$ cat config.mk
export PLATFORM = sky130hd
export DESIGN_NAME = pair_aligner
export DESIGN_NICKNAME = d
export VERILOG_FILES = /design/src/rtl/pair_align_pkg.sv /design/src/rtl/pa_lane.sv /design/src/rtl/pa_gather.sv /design/src/rtl/pair_aligner.sv
export SDC_FILE = /design/constraint.sdc
export NUM_CORES = 1
export LEC_CHECK = 0
export BUFFER_PORTS_ARGS = -buffer_cell sky130_fd_sc_hd__clkbuf_2
export CORE_MARGIN = 2
export CORE_UTILIZATION = 30
export CTS_BUF_LIST = sky130_fd_sc_hd__clkbuf_8
export CTS_CLUSTER_DIAMETER = 50
export DETAILED_ROUTE_END_ITERATION = 10
export SLEW_MARGIN = 15
export SYNTH_ARGS = -nofsm -noshare
export SYNTH_HDL_FRONTEND = slang
export SYNTH_SLANG_ARGS = --single-unit
$ cat constraint.sdc
create_clock -name clk -period 1.5 [get_ports clk]
set_input_delay 0.225 -clock clk [delete_from_list [all_inputs] [get_ports clk]]
set_output_delay 0.225 -clock clk [all_outputs]
set_load 0.02 [all_outputs]
$ cat src/rtl/pair_align_pkg.sv
package pair_align_pkg;

  // Which half of a frame a sample belongs to, decoded from the frame-clock level.
  typedef enum logic {
    HALF_ODD  = 1'b0,
    HALF_EVEN = 1'b1
  } half_e;

  function automatic half_e decode_half(input logic level);
    return level ? HALF_EVEN : HALF_ODD;
  endfunction

endpackage

$ cat src/rtl/pa_lane.sv
module pa_lane
  import pair_align_pkg::*;
#(
  parameter int SAMPLE_W = 12,
  localparam int PAIR_W = 2 * SAMPLE_W
) (
  input  logic                clk,
  input  logic                rst,
  input  logic [SAMPLE_W-1:0] s_data,
  input  logic                s_fclk,
  input  logic                s_valid,
  input  logic                clr,
  output logic [PAIR_W-1:0]   pair_q,
  output logic                ready_q,
  output logic                overrun_q
);

  logic                have_prev;
  logic                prev_lvl;
  logic                armed;
  logic                hold_full;
  logic [SAMPLE_W-1:0] hold_q;

  half_e half;
  logic  level_edge;
  logic  usable;
  logic  complete;

  assign half       = decode_half(s_fclk);
  assign level_edge = s_valid && have_prev && (s_fclk != prev_lvl);
  assign usable     = s_valid && (armed || level_edge);
  assign complete   = usable && (half == HALF_EVEN) && hold_full;

  // frame-level history and arming
  always_ff @(posedge clk) begin
    if (rst) begin
      have_prev <= 1'b0;
      prev_lvl  <= 1'b0;
      armed     <= 1'b0;
    end else begin
      if (s_valid) begin
        have_prev <= 1'b1;
        prev_lvl  <= s_fclk;
      end
      if (level_edge) armed <= 1'b1;
    end
  end

  // first-half holding register
  always_ff @(posedge clk) begin
    if (rst) begin
      hold_full <= 1'b0;
      hold_q    <= '0;
    end else if (usable && half == HALF_ODD) begin
      hold_full <= 1'b1;
      hold_q    <= s_data;
    end else if (complete) begin
      hold_full <= 1'b0;
    end
  end

  // completed pair, ready flag and sticky overrun
  always_ff @(posedge clk) begin
    if (rst) begin
      pair_q    <= '0;
      ready_q   <= 1'b0;
      overrun_q <= 1'b0;
    end else begin
      if (complete) pair_q <= {s_data, hold_q};
      ready_q <= (ready_q && !clr) || complete;
      if (complete && ready_q && !clr) overrun_q <= 1'b1;
    end
  end

endmodule

$ cat src/rtl/pa_gather.sv
module pa_gather #(
  parameter int N_DEV    = 4,
  parameter int SAMPLE_W = 12,
  localparam int OUT_W = N_DEV * 2 * SAMPLE_W
) (
  input  logic             clk,
  input  logic             rst,
  input  logic [N_DEV-1:0] ready,
  input  logic [OUT_W-1:0] pairs,
  output logic             clr,
  output logic [OUT_W-1:0] out_q,
  output logic             valid_q
);

  assign clr = &ready;

  always_ff @(posedge clk) begin
    if (rst) begin
      valid_q <= 1'b0;
      out_q   <= '0;
    end else begin
      valid_q <= clr;
      if (clr) out_q <= pairs;
    end
  end

endmodule

$ cat src/rtl/pair_aligner.sv
module pair_aligner #(
  parameter int N_DEV    = 4,
  parameter int SAMPLE_W = 12,
  localparam int PAIR_W = 2 * SAMPLE_W,
  localparam int IN_W   = N_DEV * SAMPLE_W,
  localparam int OUT_W  = N_DEV * PAIR_W
) (
  input  logic             clk,
  input  logic             rst,
  input  logic [IN_W-1:0]  dev_data,
  input  logic [N_DEV-1:0] dev_fclk,
  input  logic [N_DEV-1:0] dev_valid,
  output logic [OUT_W-1:0] frame_out,
  output logic             frame_valid,
  output logic [N_DEV-1:0] overrun
);

  logic [N_DEV-1:0] lane_ready;
  logic [OUT_W-1:0] lane_pairs;
  logic             strobe_clr;

  for (genvar d = 0; d < N_DEV; d++) begin : g_lane
    pa_lane #(.SAMPLE_W(SAMPLE_W)) u_lane (
      .clk      (clk),
      .rst      (rst),
      .s_data   (dev_data[d*SAMPLE_W +: SAMPLE_W]),
      .s_fclk   (dev_fclk[d]),
      .s_valid  (dev_valid[d]),
      .clr      (strobe_clr),
      .pair_q   (lane_pairs[d*PAIR_W +: PAIR_W]),
      .ready_q  (lane_ready[d]),
      .overrun_q(overrun[d])
    );
  end

  pa_gather #(.N_DEV(N_DEV), .SAMPLE_W(SAMPLE_W)) u_gather (
    .clk    (clk),
    .rst    (rst),
    .ready  (lane_ready),
    .pairs  (lane_pairs),
    .clr    (strobe_clr),
    .out_q  (frame_out),
    .valid_q(frame_valid)
  );

endmodule

Yosys cells after proc, flatten, opt, wreduce, memory -nomap -nowiden --
Index checks and enable logic that the tools add are counted.
Word-level totals: flip-flop bits (word level) 265, output and inout port bits 101
Operators by class: eq/ne operators 4, muxes and demuxes 12, bitwise gates (word level) 4, reductions and logical operators 50
Operators by type and width (number):
- $logic_and 1x1->1 | 36
- $mux 1 | 12
- $logic_or 1x1->1 | 8
- $reduce_bool 2->1 | 4
- $ne 1x1->1 | 4
- $not 1->1 | 4
- $reduce_and 4->1 | 1
- $logic_not 1->1 | 1

Longest topological paths before layout --
Gate-level depths: netlist of the first run.
word-level depth 8, mapped depth 6, mapped depth without buffers 3

Cells and area by module --
From an unflattened synthesis of the first run, not the netlist that was laid out.
Second synthesis, totals: cells, all modules 1051, area total of the unflattened synthesis 11194.5 µm²
By module, submodules not included:
- pa_lane | instances 4, cells an instance 158, area an instance 1721.7 µm², seq. area each 840.8 µm²
- pa_gather | instances 1, cells an instance 419, area an instance 4307.9 µm², seq. area each 1941.9 µm²

Least setup slack after synthesis of the first run --
No wires, ideal clock.
kind flip-flop to flip-flop, start point register g_lane[0].u_lane.prev_lvl, end point register g_lane[0].u_lane.hold_q[3], library setup time 0.119 ns, data arrival time 1.150 ns, setup slack 0.232 ns, cell stages (with the launch flop) 6, buffers on the path 2, clock period less this slack 1.268 ns, cells stage by stage dfxtp_1 -> a21oi_1 -> or3b_1 -> buf_6 -> buf_12 -> mux2i_1
Between the ends: cells in the longest elaborated chain, start to end 5
Ends and longest elaborated chain:
- from (decl) | RTL line pa_lane.sv:19 | logic prev_lvl;
- from (signal assigned) | RTL line pa_lane.sv:43 | prev_lvl <= s_fclk;
- $ne 1x1->1 | RTL line pa_lane.sv:30 | assign level_edge = s_valid && have_prev && (s_fclk != prev_lvl);
- $logic_and 1x1->1 | RTL line pa_lane.sv:30
- $logic_or 1x1->1 | RTL line pa_lane.sv:31 | assign usable = s_valid && (armed || level_edge);
- $logic_and 1x1->1 | RTL line pa_lane.sv:31
- $logic_and 1x1->1 | RTL line pa_lane.sv:54 | end else if (usable && half == HALF_ODD) begin
- to (signal assigned) | RTL line pa_lane.sv:56 | hold_q <= s_data;
- to (decl) | RTL line pa_lane.sv:22 | logic [SAMPLE_W-1:0] hold_q;
Every way passes these cells. A chain may end at the register's enable or synchronous reset.

Worst setup path after layout of the first run --
start point register g_lane[0].u_lane.have_prev, end point register g_lane[0].u_lane.pair_q[15]
Between the ends: cells in the longest elaborated chain, start to end 6
Ends and longest elaborated chain:
- from (decl) | RTL line pa_lane.sv:18 | logic have_prev;
- from (signal assigned) | RTL line pa_lane.sv:37 | have_prev <= 1'b0;
- from (signal assigned) | RTL line pa_lane.sv:42 | have_prev <= 1'b1;
- $logic_and 1x1->1 (2 in a row) | RTL line pa_lane.sv:30
- $logic_or 1x1->1 | RTL line pa_lane.sv:31
- $logic_and 1x1->1 | RTL line pa_lane.sv:31
- $logic_and 1x1->1 (2 in a row) | RTL line pa_lane.sv:32 | assign complete = usable && (half == HALF_EVEN) && hold_full;
- to (signal assigned) | RTL line pa_lane.sv:69 | if (complete) pair_q <= {s_data, hold_q};
- to (decl) | RTL line pa_lane.sv:13 | output logic [PAIR_W-1:0] pair_q,
Every way passes these cells.

==> results.tsv, run 1 <==
stage	metric	value	unit
finish	Multi-input gate area	3910	um2
clock_tree	Max clock buf depth	3	
timing	skew final	19.6	ps
finish	Reg area	5310	um2
global_routing	pin count of the biggest net entering global routing	116	
routing	Via Count	7668	
timing	period utilization	0.888	
synth	number of library cell types mapped by synthesis	37	
global_routing	antenna violations before repair	0	
global_routing	first-pass GRT wire length	38100	um
finish	Net count, final	1326	
worst_setup_path	crit path DAT	1810	ps
floorplanning	IO Pins	159	
synth	Post-synth EDFFs	0	
finish	share of cells above drive strength 1	0.203	
worst_setup_path	CP startpoint kind	register	
worst_setup_path	Worst path max stage delay	360	ps
routing	Initial DRT Pass Iterations	4	
finish	Syn-to-layout area delta	28.6	%
timing	Tmin final	1330	ps
routing	initial drt markers	314	
worst_setup_path	critical path's top delay family	flip-flops	
synth	Synth top area share	0.549	
clock_tree	cts bufs inserted	48	
synth	syn nets	1111	
global_routing	Total Routing Usage GR	0.139	
power_and_ir_drop	Pleak	5.13	nW
placed_design	GPL Wtd Cong	0.756	
power_and_ir_drop	Tot Pwr	14.2	mW
worst_setup_path	Crit Path Category	register to register	
worst_setup_path	Critical Path, Cell by Cell	nor2b_1 > o2111a_1 > buf_12 > mux2i_1	
routing	WL/cell	13.8	um
floorplanning	Cell Rows	65	
clock_tree	worst skew pair latency	560	ps
routing	WL final	23400	um
finish	antenna cells	0	
floorplanning	Die Y	183	um
synth	top cells by count, synth	nand2_1, dfxtp_1, mux2i_1	
worst_setup_path	Worst setup EP type	register	
synth	#FFs+latches synth	265	
clock_tree	Sink Count	265	
power_and_ir_drop	Max VDD drop	760	uV
worst_setup_path	Buffers & Inverters on Critical Path	1	
synth	Yosys top cell by area	dfxtp_1	
synth	Synthesis Warnings	0	
routing	Post-DRT Antenna Nets	0	
synth	ys async rst share	0	
synth	synth top area cells	dfxtp_1, mux2i_1, nand2_1	
power_and_ir_drop	pwr dens	1140	nW/um2
finish	fillers	3153	
synth	Primary FF master, synth	dfxtp_1	
timing	RSZ-0062 raised after global routing	false	
clock_tree	clock slew at reported path FFs	60	ps
clock_tree	CTS tree	built	
placed_design	detailed placer's ending HPWL	14800	um
synth	sequential area share after synthesis	0.549	
clock_tree	hold buffers post-CTS	56	
timing	Slew headroom	0.623	
worst_setup_path	Worst EP required	1980	ps
timing	Final Hold Vio Count	0	
synth	Syn Inst Count	1053	
timing	TNS Setup	0	ps
hold_path	Min-Delay Path Class	input pin to register	
floorplanning	Die ar.	33600	um2
worst_setup_path	slowest CP cell	dfxtp_1	
synth	Netlist Area Pre-Place	9660	um2
clock_tree	CTS resizes	0	
floorplanning	core footprint	31600	um2
routing	# DRC	0	
placed_design	I/O Buffers	158	
synth	most common cell in the netlist	nand2_1	
timing	Fmax achieved	0.750	GHz
timing	Final setup viols	0	
clock_tree	H-Tree Depth	2	
global_routing	Overflow after GRT	0	
clock_tree	Post-CTS Setup Bufs	0	
job	max cap viols	0	
worst_setup_path	largest fanout on the critical path	22	
outcome	status	finished clean	
floorplanning	Initial Utilization	0.305	
synth	Mean Syn Cell Area	9.17	um2
timing	Slew @ Worst Pin	565	ps
global_routing	number of global-route vias before repair	7606	
routing	vias per cell	4.50	
clock_tree	clk root buf	clkbuf_8	
floorplanning	Die X-Extent	183	um
timing	Final Max Tran Viols	0	
-- state kept, by name, indices dropped and copies added, names as in the netlist --
name	cells
g_lane.u_lane.pair_q	96
u_gather.out_q	96
g_lane.u_lane.hold_q	48
g_lane.u_lane.armed	4
g_lane.u_lane.have_prev	4
g_lane.u_lane.hold_full	4
g_lane.u_lane.overrun_q	4
g_lane.u_lane.prev_lvl	4
g_lane.u_lane.ready_q	4
u_gather.valid_q	1
-- layer usage --
layer  wire length, um  up-vias  GRT usage  share of wire
li1                  -     3900          -              -
met1             10500     3567      0.168           0.45
met2             11200      147      0.240           0.48
met3              1180       54     0.0351          0.050
met4               596        0     0.0486          0.025
met5                 0        -          0              0
-- stage by stage --
stage | worst slack, ps | cells | util | hold slack [ps] | cell area (um2)
final | 168 | 1705 | 0.392 | 117 | 12400
after floorplan | 232 | 1053 | - | 341 | 9660
after global routing | 47.7 | 1705 | 0.392 | 102 | 12400
after CTS | 101 | 1705 | 0.392 | 62.8 | 12400
after detailed placement | 164 | 1564 | 0.346 | 445 | 10900
after global placement | 168 | 1564 | 0.346 | 442 | 10900
-- cells by family (layout without fill, tap and decap cells) --
group | after synthesis | count (layout) | synth area share
AOI/OAI and AO/OA | 127 | 127 | 0.0737
xor gates and xnor gates | 4 | 4 | 0.00363
buffers and inverters | 83 | 333 | 0.0472
DFF | 265 | 265 | 0.549
muxes | 148 | 148 | 0.153
and+or+nand+nor | 426 | 426 | 0.173
-- cell type report --
cell class | count | area share
Inverter | 5 | 0.00191
Sequential cell | 265 | 0.427
Tap cell | 402 | 0.0405
Multi-Input combinational cell | 705 | 0.314
Timing Repair Buffer | 243 | 0.142
Clock inverter | 30 | 0.0132
Clock buffer | 55 | 0.0610
-- report_power, final --
group	internal, mW	leakage [nW]	switching (mW)
clock network	3.52	0.532	2.93
registers	7.10	2.14	0.0322
logic	0.286	2.46	0.335
total	10.9	5.13	3.30
-- placed cells by master, fill, tap and decap left out, types with 21 or more instances in the layout --
cell type,Yosys,layout
a21oi_1,106,106
clkbuf_2,0,157
clkbuf_8,0,55
dfxtp_1,265,265
dlygate4sd3_1,0,56
inv_1,4,21
mux2i_1,148,148
nand2_1,387,387
-- worst paths after layout --
check	to	slack (ps)	cells after the start	start
setup / recovery	g_lane[0].u_lane.pair_q[15]$_SDFFE_PP0P_	170	4	g_lane[0].u_lane.have_prev$_SDFFE_PP0P_
hold / removal	g_lane[3].u_lane.hold_full$_SDFFE_PP0P_	120	3	rst
setup reg to reg	g_lane[0].u_lane.pair_q[15]$_SDFFE_PP0P_	170	4	g_lane[0].u_lane.have_prev$_SDFFE_PP0P_
hold reg to reg	u_gather.out_q[56]$_SDFFE_PP0P_	450	2	g_lane[2].u_lane.pair_q[8]$_SDFFE_PP0P_
-- tightest hold or removal path: stages --
cell    delay (ps)
buf_4          120
inv_6          120
o31a_1         140
(Power assumes the default switching activity.)
==> run 2: changes to the inputs <==
Settings changed: SYNTH_HIERARCHICAL set to 1.
==> results.tsv, run 2 <==
stage	metric	value	unit	change
outcome	status	finished clean		
finish	Reg area	5310	um2	unchanged
worst_setup_path	Worst R2R Start	g_lane[3].u_lane/prev_lvl$_SDFFE_PP0P_		
clock_tree	Sink Count	265		unchanged
timing	Final Hold Vio Count	0		unchanged
global_routing	Overflow after GRT	0		unchanged
global_routing	pin count of the biggest net entering global routing	86		-26%
routing	# DRC	0		unchanged
clock_tree	Max clock buf depth	3		unchanged
timing	Slew @ Worst Pin	442	ps	-123 ps
timing	RSZ-0062 raised after global routing	false		
worst_setup_path	worst r2r path cells	3		-1
placed_design	GPL Wtd Cong	0.718		-4.9%
floorplanning	core footprint	36700	um2	+16%
finish	antenna cells	0		unchanged
timing	TNS Setup	0	ps	unchanged
power_and_ir_drop	pwr dens	1090	nW/um2	-5.1%
floorplanning	Cell Rows	70		+7.7%
finish	most common cell after layout, fill and taps aside	nand2b_1		
synth	Synth top area share	0.474		-0.0755
synth	Primary FF master, synth	dfxtp_1		
hold_path	Worst Min Path Start	rst		
routing	WL final	24400	um	+4.2%
finish	fin cells	1793		+5.2%
timing	Final Max Tran Viols	0		unchanged
routing	Post-DRT Antenna Nets	0		unchanged
floorplanning	Initial Utilization	0.305		about the same
synth	Synthesis Warnings	6		+6
synth	Netlist Area Pre-Place	11200	um2	+16%
worst_setup_path	largest fanout on the critical path	7		-68%
worst_setup_path	Worst EP required	2010	ps	+30 ps
worst_setup_path	CP startpoint kind	register		
floorplanning	IO Pins	159		unchanged
clock_tree	clock slew at reported path FFs	60	ps	about the same
floorplanning	Die X-Extent	197	um	+7.5%
timing	Slew headroom	0.705		+0.0821
hold_path	Min-Delay Path Class	input pin to register		
synth	sequential area share after synthesis	0.474		-0.0755
synth	#FFs+latches synth	265		unchanged
timing	period utilization	0.937		+0.0488
global_routing	first-pass GRT wire length	40200	um	+5.5%
global_routing	Total Routing Usage GR	0.128		-0.0118
routing	initial drt markers	219		-30%
synth	Yosys top cell by area	dfxtp_1		
placed_design	Cells after DPL	1646		+5.2%
global_routing	antenna violations before repair	0		unchanged
placed_design	I/O Buffers	158		unchanged
clock_tree	clk root buf	clkbuf_8		
finish	share of cells above drive strength 1	0.223		+0.0200
power_and_ir_drop	Pleak	5.47	nW	+6.6%
synth	synth top area cells	dfxtp_1, nand2b_1, mux2i_1		
placed_design	detailed placer's ending HPWL	15900	um	+7.2%
timing	Final setup viols	0		unchanged
synth	Syn Inst Count	1051		-0.19%
finish	Multi-input gate area	5420	um2	+39%
power_and_ir_drop	Max VDD drop	789	uV	+3.7%
synth	Post-synth EDFFs	0		unchanged
routing	vias per cell	4.27		-5.1%
routing	Initial DRT Pass Iterations	4		unchanged
worst_setup_path	worst reg-to-reg setup slack	90	ps	-70 ps
floorplanning	Die Y	197	um	+7.5%
timing	Fmax achieved	0.711	GHz	-5.2%
timing	skew final	19.1	ps	-0.494 ps
clock_tree	worst skew pair latency	600	ps	+40 ps
finish	biggest registers after layout	g_lane.u_lane/pair_q: 96 flops, u_gather/out_q: 96 flops, g_lane.u_lane/hold_q: 48 flops		
hold_path	WHS Path Cells	3		unchanged
clock_tree	cts bufs inserted	50		+4.2%
clock_tree	H-Tree Depth	2		unchanged
routing	WL/cell	13.6	um	-0.94%
finish	Syn-to-layout area delta	28.2	%	
hold_path	Endpoint, Worst Hold	u_gather/out_q[51]$_SDFFE_PP0P_		
clock_tree	CTS tree	built		
finish	fillers	3630		+15%
synth	most common cell in the netlist	nand2b_1		
worst_setup_path	crit path DAT	1920	ps	+110 ps
synth	number of library cell types mapped by synthesis	22		-41%
finish	most frequent cells in the layout	nand2b_1, dfxtp_1, mux2i_1		
worst_setup_path	reg2reg end	g_lane[3].u_lane/overrun_q$_SDFFE_PP0P_		
worst_setup_path	Worst setup EP type	register		
timing	Tmin final	1410	ps	+73.1 ps
floorplanning	Die ar.	38900	um2	+16%
finish	Net count, final	1344		+1.4%
synth	Mean Syn Cell Area	10.7	um2	+16%
routing	Via Count	7652		-0.21%
synth	ys async rst share	0		unchanged
worst_setup_path	Crit Path Category	register to register		
synth	syn nets	1109		-0.18%
global_routing	number of global-route vias before repair	7932		+4.3%
synth	top cells by count, synth	nand2b_1, dfxtp_1, mux2i_1		
job	max cap viols	0		unchanged
## run 2: repair_timing
action | 4_1_cts | 5_1_grt
setup endpoints to repair | 0 | 5
buffers inserted | 0 | 0
endpoints found under the hold margin | 109 | 0
hold buffers | 56 | 0
resized for setup | 0 | 0
## run 2: metrics by stage
stage	utilization	instance area (um2)	hold slack [ps]	setup slack, ps	total power [mW]
after floorplan	-	11200	346	220	7.68
after detailed placement	0.345	12700	461	102	7.92
after global routing	0.391	14400	61.6	5.55	16.3
after CTS	0.391	14400	23.3	13.2	15.9
final	0.391	14400	67.4	94.4	15.6
after global placement	0.345	12700	458	88.5	7.92
## run 2: how the worst max path moves through the flow
| stage | start | end | slack [ps] | cells after the start |
|---|---|---|---|---|
| after global routing | g_lane[3].u_lane/prev_lvl$_SDFFE_PP0P_ | g_lane[3].u_lane/overrun_q$_SDFFE_PP0P_ | 6 | 3 |
| after global placement | g_lane[2].u_lane/prev_lvl$_SDFFE_PP0P_ | g_lane[2].u_lane/hold_full$_SDFFE_PP0P_ | 90 | 3 |
| after CTS | u_gather/out_q[41]$_SDFFE_PP0P_ | frame_out[41] | 10 | 1 |
| after floorplan | g_lane[0].u_lane/prev_lvl$_SDFFE_PP0P_ | g_lane[0].u_lane/pair_q[10]$_SDFFE_PP0P_ | 220 | 5 |
| final | g_lane[3].u_lane/prev_lvl$_SDFFE_PP0P_ | g_lane[3].u_lane/overrun_q$_SDFFE_PP0P_ | 90 | 3 |
| after detailed placement | g_lane[2].u_lane/prev_lvl$_SDFFE_PP0P_ | g_lane[2].u_lane/hold_full$_SDFFE_PP0P_ | 100 | 3 |
## run 2: cell families after synthesis
| kind of cell | share of synthesized area |
|---|---|
| AOI/OAI and AO/OA | 0.0255 |
| xor gates and xnor gates | 0.00313 |
| buffers and inverters | 0.0444 |
| DFF | 0.474 |
| muxes | 0.215 |
| and+or+nand+nor | 0.239 |
## run 2: where the power goes
part / internal [mW] / total (mW) / switching [mW]
logic: 0.432 / 0.763 / 0.330
registers: 7.09 / 7.12 / 0.0256
clock network: 4.55 / 7.70 / 3.15
## run 2: layout make-up
type | instances | area share
Multi-Input combinational cell | 706 | 0.378
Sequential cell | 265 | 0.370
Timing Repair Buffer | 255 | 0.132
Clock buffer | 68 | 0.0652
Tap cell | 468 | 0.0408
Clock inverter | 23 | 0.0127
Inverter | 8 | 0.00209
## run 2: per-layer routing
layer / vias up / global-route usage / routed length, um / share of wire
met5: - / 0 / 0 / 0
met4: 0 / 0.0574 / 671 / 0.027
met3: 47 / 0.0370 / 1400 / 0.057
met2: 160 / 0.200 / 10700 / 0.44
met1: 3512 / 0.162 / 11600 / 0.48
li1: 3933 / - / - / -
## run 2: worst max-delay path, cell delays in order, from the launching register on
cell and delay (ps):
dfxtp_1 350, nand2b_1 220, a211o_1 490, o31ai_2 250
